File: config.mk
export PLATFORM = sky130hd
export DESIGN_NAME = timer_channel
export DESIGN_NICKNAME = d
export VERILOG_FILES = /design/src/rtl/timer_pkg.sv /design/src/rtl/timer_bcd_to_bin.sv /design/src/rtl/timer_bin_to_bcd.sv /design/src/rtl/timer_count_core.sv /design/src/rtl/timer_channel.sv
export SDC_FILE = /design/constraint.sdc
export NUM_CORES = 1
export LEC_CHECK = 0
export BUFFER_PORTS_ARGS = -buffer_cell sky130_fd_sc_hd__buf_2
export CAP_MARGIN = 20
export CORE_UTILIZATION = 46
export CTS_CLUSTER_DIAMETER = 120
export DETAILED_ROUTE_END_ITERATION = 8
export HOLD_SLACK_MARGIN = 0.05
export PLACE_DENSITY = 0.76
export SYNTH_ARGS = -nofsm -noshare
export SYNTH_HDL_FRONTEND = slang
export SYNTH_SLANG_ARGS = --single-unit
File: constraint.sdc
create_clock -name clk -period 8.9 [get_ports clk]
set_clock_uncertainty 0.15 [all_clocks]
set_input_delay 0.89 -clock clk [delete_from_list [all_inputs] [get_ports clk]]
set_output_delay 0.89 -clock clk [all_outputs]
set_load 0.01 [all_outputs]
File: src/rtl/timer_pkg.sv
`timescale 1ns/1ps
package timer_pkg;

  typedef enum logic [2:0] {
    TM_TERMINAL    = 3'd0,
    TM_ONESHOT     = 3'd1,
    TM_RATE        = 3'd2,
    TM_SQUARE      = 3'd3,
    TM_SOFT_STROBE = 3'd4,
    TM_HARD_STROBE = 3'd5
  } tmode_e;

  // codes 6 and 7 alias the two periodic modes
  function automatic tmode_e fold_mode(input logic [2:0] raw);
    if (raw[2:1] == 2'b11) return tmode_e'({1'b0, raw[1:0]});
    return tmode_e'(raw);
  endfunction

  function automatic int pow10(input int n);
    int r;
    r = 1;
    for (int i = 0; i < n; i++) r = r * 10;
    return r;
  endfunction

  function automatic logic edge_restarts(input tmode_e m);
    return (m == TM_ONESHOT) || (m == TM_RATE) || (m == TM_SQUARE) || (m == TM_HARD_STROBE);
  endfunction

  function automatic logic level_holds(input tmode_e m);
    return (m == TM_TERMINAL) || (m == TM_SOFT_STROBE);
  endfunction

endpackage

File: src/rtl/timer_bcd_to_bin.sv
`timescale 1ns/1ps
module timer_bcd_to_bin #(
  parameter int DIGITS = 4,
  localparam int CW = 4 * DIGITS,
  localparam int VW = CW + 1
) (
  input  logic [CW-1:0] digits_i,
  output logic [VW-1:0] value_o
);
  always_comb begin
    value_o = '0;
    for (int i = DIGITS - 1; i >= 0; i--) begin
      value_o = value_o * VW'(10) + VW'(digits_i[i*4 +: 4]);
    end
  end
endmodule

File: src/rtl/timer_bin_to_bcd.sv
`timescale 1ns/1ps
module timer_bin_to_bcd #(
  parameter int DIGITS = 4,
  localparam int CW = 4 * DIGITS,
  localparam int VW = CW + 1
) (
  input  logic [VW-1:0] value_i,
  output logic [CW-1:0] digits_o
);
  logic [VW-1:0] rest;
  always_comb begin
    rest = value_i;
    digits_o = '0;
    for (int i = 0; i < DIGITS; i++) begin
      digits_o[i*4 +: 4] = 4'(rest % VW'(10));
      rest = rest / VW'(10);
    end
  end
endmodule

File: src/rtl/timer_count_core.sv
`timescale 1ns/1ps
module timer_count_core
  import timer_pkg::*;
#(
  parameter int DIGITS = 4,
  localparam int CW = 4 * DIGITS,
  localparam int VW = CW + 1
) (
  input  logic          clk,
  input  logic          rst,
  input  logic          load_i,
  input  tmode_e        mode_i,
  input  logic          bcd_i,
  input  logic [VW-1:0] n_i,
  input  logic          restart_i,
  input  logic          adv_i,
  output logic          out_o,
  output logic [VW-1:0] cnt_o,
  output tmode_e        mode_o,
  output logic          bcd_o,
  output logic          armed_o,
  output logic [VW-1:0] n_o
);
  localparam logic [VW-1:0] BIN_TOP = {1'b0, {CW{1'b1}}};
  localparam logic [VW-1:0] DEC_TOP = VW'(pow10(DIGITS) - 1);

  tmode_e        mode_q;
  logic          bcd_q, armed_q, wrapped_q, pulse_q, half_q;
  logic [VW-1:0] n_q, c_q;
  logic          reached;

  always_ff @(posedge clk) begin
    if (rst) begin
      armed_q   <= 1'b0;
      mode_q    <= TM_TERMINAL;
      bcd_q     <= 1'b0;
      n_q       <= '0;
      c_q       <= '0;
      wrapped_q <= 1'b0;
      pulse_q   <= 1'b0;
      half_q    <= 1'b1;
    end else if (load_i) begin
      armed_q   <= 1'b1;
      mode_q    <= mode_i;
      bcd_q     <= bcd_i;
      n_q       <= n_i;
      c_q       <= n_i;
      wrapped_q <= 1'b0;
      pulse_q   <= 1'b0;
      half_q    <= 1'b1;
    end else if (restart_i) begin
      c_q       <= n_q;
      wrapped_q <= 1'b0;
      pulse_q   <= 1'b0;
      half_q    <= 1'b1;
    end else if (adv_i) begin
      case (mode_q)
        TM_RATE: begin
          if (c_q == VW'(1)) begin
            c_q     <= n_q;
            pulse_q <= 1'b1;
          end else begin
            c_q     <= c_q - VW'(1);
            pulse_q <= 1'b0;
          end
        end
        TM_SQUARE: begin
          if (c_q <= VW'(2)) begin
            half_q <= ~half_q;
            c_q    <= half_q ? {n_q[VW-1:1], 1'b0} : n_q;
          end else begin
            c_q <= c_q - VW'(2);
          end
        end
        default: begin
          if (c_q == '0) begin
            c_q       <= bcd_q ? DEC_TOP : BIN_TOP;
            wrapped_q <= 1'b1;
          end else begin
            c_q <= c_q - VW'(1);
          end
        end
      endcase
    end
  end

  assign reached = (c_q == '0) || wrapped_q;

  always_comb begin
    case (mode_q)
      TM_TERMINAL: out_o = reached;
      TM_ONESHOT:  out_o = !reached;
      TM_RATE:     out_o = pulse_q;
      TM_SQUARE:   out_o = half_q;
      default:     out_o = (c_q == '0) && !wrapped_q;
    endcase
    if (!armed_q) out_o = 1'b0;
  end

  assign cnt_o   = c_q;
  assign mode_o  = mode_q;
  assign bcd_o   = bcd_q;
  assign armed_o = armed_q;
  assign n_o     = n_q;
endmodule

File: src/rtl/timer_channel.sv
`timescale 1ns/1ps
module timer_channel
  import timer_pkg::*;
#(
  parameter int DIGITS = 4,
  localparam int CW = 4 * DIGITS,
  localparam int VW = CW + 1
) (
  input  logic          clk,
  input  logic          rst,
  input  logic          tick,
  input  logic          gate,
  input  logic          load,
  input  logic [CW-1:0] init_count,
  input  logic [2:0]    mode,
  input  logic          bcd,
  output logic          out,
  output logic [CW-1:0] count
);
  localparam logic [VW-1:0] BIN_MOD = {1'b1, {CW{1'b0}}};
  localparam logic [VW-1:0] DEC_MOD = VW'(pow10(DIGITS));

  logic          gate_q, restart, adv, bcd_q, armed;
  tmode_e        mode_q;
  logic [VW-1:0] init_dec, n_raw, n_load, n_q, c_val, disp;
  logic [CW-1:0] disp_bcd;

  always_ff @(posedge clk) begin
    if (rst) gate_q <= 1'b0;
    else     gate_q <= gate;
  end

  assign restart = armed && gate && !gate_q && edge_restarts(mode_q);
  assign adv     = armed && tick && (gate || !level_holds(mode_q));

  timer_bcd_to_bin #(.DIGITS(DIGITS)) u_dec (
    .digits_i(init_count),
    .value_o (init_dec)
  );

  assign n_raw  = bcd ? init_dec : {1'b0, init_count};
  assign n_load = (n_raw == '0) ? (bcd ? DEC_MOD : BIN_MOD) : n_raw;

  timer_count_core #(.DIGITS(DIGITS)) u_core (
    .clk      (clk),
    .rst      (rst),
    .load_i   (load),
    .mode_i   (fold_mode(mode)),
    .bcd_i    (bcd),
    .n_i      (n_load),
    .restart_i(restart),
    .adv_i    (adv),
    .out_o    (out),
    .cnt_o    (c_val),
    .mode_o   (mode_q),
    .bcd_o    (bcd_q),
    .armed_o  (armed),
    .n_o      (n_q)
  );

  assign disp = (c_val == (bcd_q ? DEC_MOD : BIN_MOD)) ? '0 : c_val;

  timer_bin_to_bcd #(.DIGITS(DIGITS)) u_enc (
    .value_i (disp),
    .digits_o(disp_bcd)
  );

  assign count = bcd_q ? disp_bcd : disp[CW-1:0];
endmodule

Word level (Yosys, flattened, before mapping)
Index checks and enable logic that the tools add are counted.

Bits in registers: 43. Input port bits: 25. Output and inout bits: 17. Logic and storage cells: 81.

Add/sub/neg operators: 5. $mul: 3. Divide/modulo/power cells: 7. Magnitude comparators: 1. Equal/unequal tests: 8. Muxes and demuxes: 21. Bitwise gates (word level): 2. Reduce and logical (&&, ||, !) cells: 25.

Operators with widths (number): $mux W17 (11); $mod A17 B4 Y17 const B (4); $add A17 B4 Y17 (3); $div A17 B4 Y17 const B (3); $logic_not A17 Y1 (2); $mul A17 B3 Y16 const B (2); $pmux W17 S2 (1); $mux W16 (2); $eq A17 B1 Y1 const B (1); $eq A17 B17 Y1 (1); $le A17 B2 Y1 const B (1); $sub A17 B1 Y17 const B (1); $sub A17 B2 Y17 const B (1); $mul A4 B3 Y7 const B (1); $eq A3 B2 Y1 const B (2); $eq A3 B3 Y1 const B (2); $logic_and A1 B1 Y1 (6); $logic_or A1 B1 Y1 (6); $mux W3 (2); $reduce_and A3 Y1 (2); $logic_not A1 Y1 (4); $mux W1 (4); $pmux W1 S4 (1); $eq A3 B1 Y1 const B (1); 7 further kinds (8).

Depth between registers and ports, before layout
Depth in word-level cells: 10. Mapped depth: 39.

By module
A second synthesis with hierarchy kept.

Cell total of the unflattened synthesis: 1637. Area total of the unflattened synthesis: 11716.2 sq um.

Modules (own cells, without submodules): timer_bin_to_bcd (instances 1, cells an instance 907, area each 5910.7 sq um); timer_count_core (instances 1, cells an instance 377, area each 3007.9 sq um); timer_bcd_to_bin (instances 1, cells an instance 257, area each 2053.2 sq um); timer_channel (instances 1, cells an instance 96, area each 744.5 sq um).

Worst setup path before layout
OpenSTA, ideal clock, no wires.

Path type: register to output. Start point: reg u_core.c_q[1] (netlist: u_core.cnt_o[1]). End point: out count[13]. Arrival time: 8349 ps. Setup slack: -489 ps. Cell stages (with the launch flop): 36. Path buffers: 5. Cells stage by stage: dfxtp_1 > clkbuf_1 > inv_1 > ha_1 > or3b_1 > buf_2 > or3b_1 > buf_2 > o211a_1 > buf_6 > o21ai_4 > nor3_1 > nor4_4 > nor4_1 > a211o_1 > o211ai_1 > o221ai_2 > a2111oi_4 > buf_2 > mux2i_1 > o2111ai_1 > o21a_2 > o31a_1 > o22a_1 > ha_1 > maj3_1 > a211o_1 > inv_2 > xnor2_1 > ha_1 > o211ai_1 > a41oi_2 > nor4b_1 > o41a_1 > or4_1 > a31oi_1.

Word-level cells in the longest chain between the ends: 7.

Ends and longest elaborated chain: start: declaration (RTL line timer_count_core.sv:29) `logic [VW-1:0] n_q, c_q;`; start signal: assignment (RTL line timer_count_core.sv:47) `c_q <= n_i;`; start signal: assignment (RTL line timer_count_core.sv:52) `c_q <= n_q;`; start signal: assignment (RTL line timer_count_core.sv:60) `c_q <= n_q;`; $eq A17 B17 Y1 (RTL line timer_channel.sv:61) `assign disp = (c_val == (bcd_q ? DEC_MOD : BIN_MOD)) ? '0 : c_val;`; $mux W17 (*) (RTL line timer_channel.sv:61); $div A17 B4 Y17 (3 in series) (RTL line timer_bin_to_bcd.sv:16) `rest = rest / VW'(10);`; $mod A17 B4 Y17 (RTL line timer_bin_to_bcd.sv:15) `digits_o[i*4 +: 4] = 4'(rest % VW'(10));`; $mux W16 (*) (RTL line timer_channel.sv:68) `assign count = bcd_q ? disp_bcd : disp[CW-1:0];`; end: declaration (RTL line timer_channel.sv:18) `output logic [CW-1:0] count`.

Every way passes the cells marked *; elsewhere a longest branch is shown, timed or not.

Worst setup path after layout
Ends and elaborated chain as after synthesis.

==> impl_metrics.ini <==
[logic_synthesis]
synth_cells = 1512
synth-seq-cells = 43
synth.area.mux_share = 0.0313
synth_top_family_by_area = compound AO/OA/AOI/OAI gates
ys_seq_area_frac = 0.0844
syn-num-nets = 1614
synth_fa_ha_area_frac = 0.102
synth-simple-area-share = 0.283
ys_warn_count = 0
synth_ff_type = dfxtp_1
synth_edf_count = 0
synth_compound_gate_area_share = 0.361
synth_cell_types = 109
syn_area_per_cell_um2 = 6.74
async_flop_share = 0
synthXorXnorAreaFrac = 0.0756
synth_area_mm2 = 0.0102

[floorplan]
die-area_mm2 = 0.0228
core_mm2 = 0.0218
start_util = 0.469
pin_count = 42
die_y_um = 151
num_rows = 54
dieWidth_um = 151

[clock_tree]
clock_path_buffers = 2
path_clk_slew_ns = 0.06
cts_tree = done
cts.sinks = 43
hold_buffers = 0
clock_latency_ns = 0.29
clock-root-buffer = clkbuf_16
htree_levels = 2
cts_made_buffers = 5

[layout]
nNetsFinal = 1826
nFillCells = 1913
utilization = 0.619
synthToLayoutAreaGrowth_pct = 32.2
final_common_cell = buf_4
diodes = 0
layoutNonFillerInstCount = 2005
final_cell_mix = buf_4 (242), nor2_1 (166), nand2_1 (132), a21oi_1 (122), ha_1 (64)
drive_gt1_frac = 0.289

[grt]
antenna_found_initial = 0
grt_overflow = 0
grt_pass1_wl_um = 56100
track_usage = 0.296
grt_max_degree = 60
grt_pass1_vias = 11700

[worst_hold_path]
holdPathStages = 2
whs_endpoint = u_core.n_o[0]
hold_class = register to register
hp-start = u_core.n_o[0]

[worst_setup_path]
critPathMaxFanout = 7
path_class = register to output port
cp_slowest_cell = or3b_4
required_ns = 7.86
crit_arrival_ns = 8.19
cpPeakStageDelay_ns = 0.46
crit_path_end_kind = output port
reg2reg_depth = 18
worstReg2RegStart = u_core.cnt_o[2]
r2r-end = u_core.cnt_o[13]
crit_top_cell = buf_6
start_kind = register
reg2reg_slack_ns = 4.12

[sta]
tightest_slew_ns = 0.944
slew_viol_final = 0
rsz0062_at_grt = true
setup_slack_ns = -0.329
hold_viol_final = 0
finalSetupViolations = 7
max_freq_mhz = 108
max-slew-margin-rel = 0.369
finalCritPeriodShare = 1.04
min_period_ns = 9.23

[route]
drt-total-wl_um = 36100
drtIter0Drc = 1069
firstDrtPassIters = 6
ant_nets = 0
vias_per_cell = 6.36
vias = 12700
drcViolationCount = 0
routedWlPerCell_um = 18.0

[place]
dp_slack_ns = -0.303
place_congestion = 0.976
port_buffers = 41
dpl.hpwl_um = 25800
dp.cells = 1951

[status]
status = finished with violations
violations = negative setup slack

[job]
cap_violations = 0
==> flip-flops by register name, summed over array words and instances, names as in the netlist <==
register,count
u_core.armed_o,1
u_core.cnt_o,17
u_core.half_q,1
u_core.pulse_q,1
u_core.wrapped_q,1
u_core.bcd_o,1
gate_q,1
u_core.n_o,17
u_core.mode_o,3
==> layout make-up <==
class	instances	area [um2]	share of cell area
inverter	62	243	0.0180
clock buffer	6	139	0.0103
sequential	43	866	0.0642
multi-input combinational	1315	9650	0.716
timing repair buffer	297	2200	0.163
tap	280	350	0.0260
clock inverter	2	35.0	0.00260
==> through the flow <==
step	area [um2]	TNS (ns)	hold WS, ns
6_report	13500	-1.45	0.331
2_1_floorplan	10400	-0.0903	0.299
3_5_place_dp	12200	-0.527	0.321
4_1_cts	12600	-0.375	0.332
3_3_place_gp	12200	-0.225	0.309
5_1_grt	13500	-3.73	0.363
==> metal layers <==
metal	global-route usage	part of all wire	wire [um]	vias to the layer above
li1	-	-	-	6080
met1	0.373	0.41	14700	5938
met2	0.519	0.48	17400	607
met3	0.0262	0.069	2490	118
met4	0.117	0.038	1390	0
met5	0	0	0	-
==> cells by family after synthesis <==
kind of cell | count (synthesis)
simple gates | 590
compound gates | 524
buf+inv | 155
xor+xnor | 88
fa+ha+maj | 80
flops | 43
mux | 31
other cells | 1
==> critical path, delay by kind of cell (launching register included) <==
family                     cells  cell delay [ns]
AOI/OAI and AO/OA             14             3.49
and+or+nand+nor                7             1.91
DFF                            1             0.35
buffers and inverters          8             0.95
adders and majority gates      4             0.79
xor gates and xnor gates       3             0.40
==> what timing repair did <==
| action | CTS | global route |
|---|---|---|
| resized for setup | 32 | 142 |
| endpoints found under the setup margin | 6 | 12 |
| pin swaps | 13 | 69 |
| buffers inserted | 14 | 34 |
| cloned | 1 | 0 |
==> Yosys cell counts, drive strengths merged (6+ instances only) <==
master	instances	area, um2
a31o	6	52.6
o31ai	9	72.6
a41oi	6	60.1
o22a	7	61.3
a211o	14	123
nand3	59	295
ha	71	888
o311ai	6	60.1
inv	60	225
nor3	57	285
o211ai	23	183
nand4	11	68.8
or3	12	85.1
mux2	7	78.8
o21bai	17	131
o22ai	13	87.6
or2	12	75.1
a31oi	19	131
o21a	14	106
nor4b	7	76.3
a221oi	8	100
xnor2	67	587
a211oi	45	348
nor4	19	134
a21o	21	158
and2	25	156
fa	6	120
o221ai	8	76.3
clkbuf	61	229
nand3b	6	45.0
xor2	21	184
a21oi	143	723
a22oi	8	60.1
dfxtp	43	861
nor3b	8	60.1
o31a	8	70.1
and3	16	100
mux2i	24	240
nand2	139	524
nor2b	9	56.3
nor2	176	671
buf	32	171
o21ai	84	443
nand2b	19	119
a2111oi	12	124
==> worst max path at each step <==
stage	from	to	cells after the start	slack [ns]
6_report	u_core.cnt_o[1]	count[13]	36	-0.33
3_3_place_gp	u_core.cnt_o[0]	count[13]	34	-0.17
5_1_grt	u_core.cnt_o[1]	count[13]	36	-0.64
3_5_place_dp	u_core.cnt_o[0]	count[13]	34	-0.30
4_1_cts	u_core.cnt_o[0]	count[13]	35	-0.21
2_1_floorplan	u_core.cnt_o[1]	count[13]	35	-0.09
Power is not shown: default switching activity piles up to over one toggle a cycle in this logic, so the estimate is an artifact.
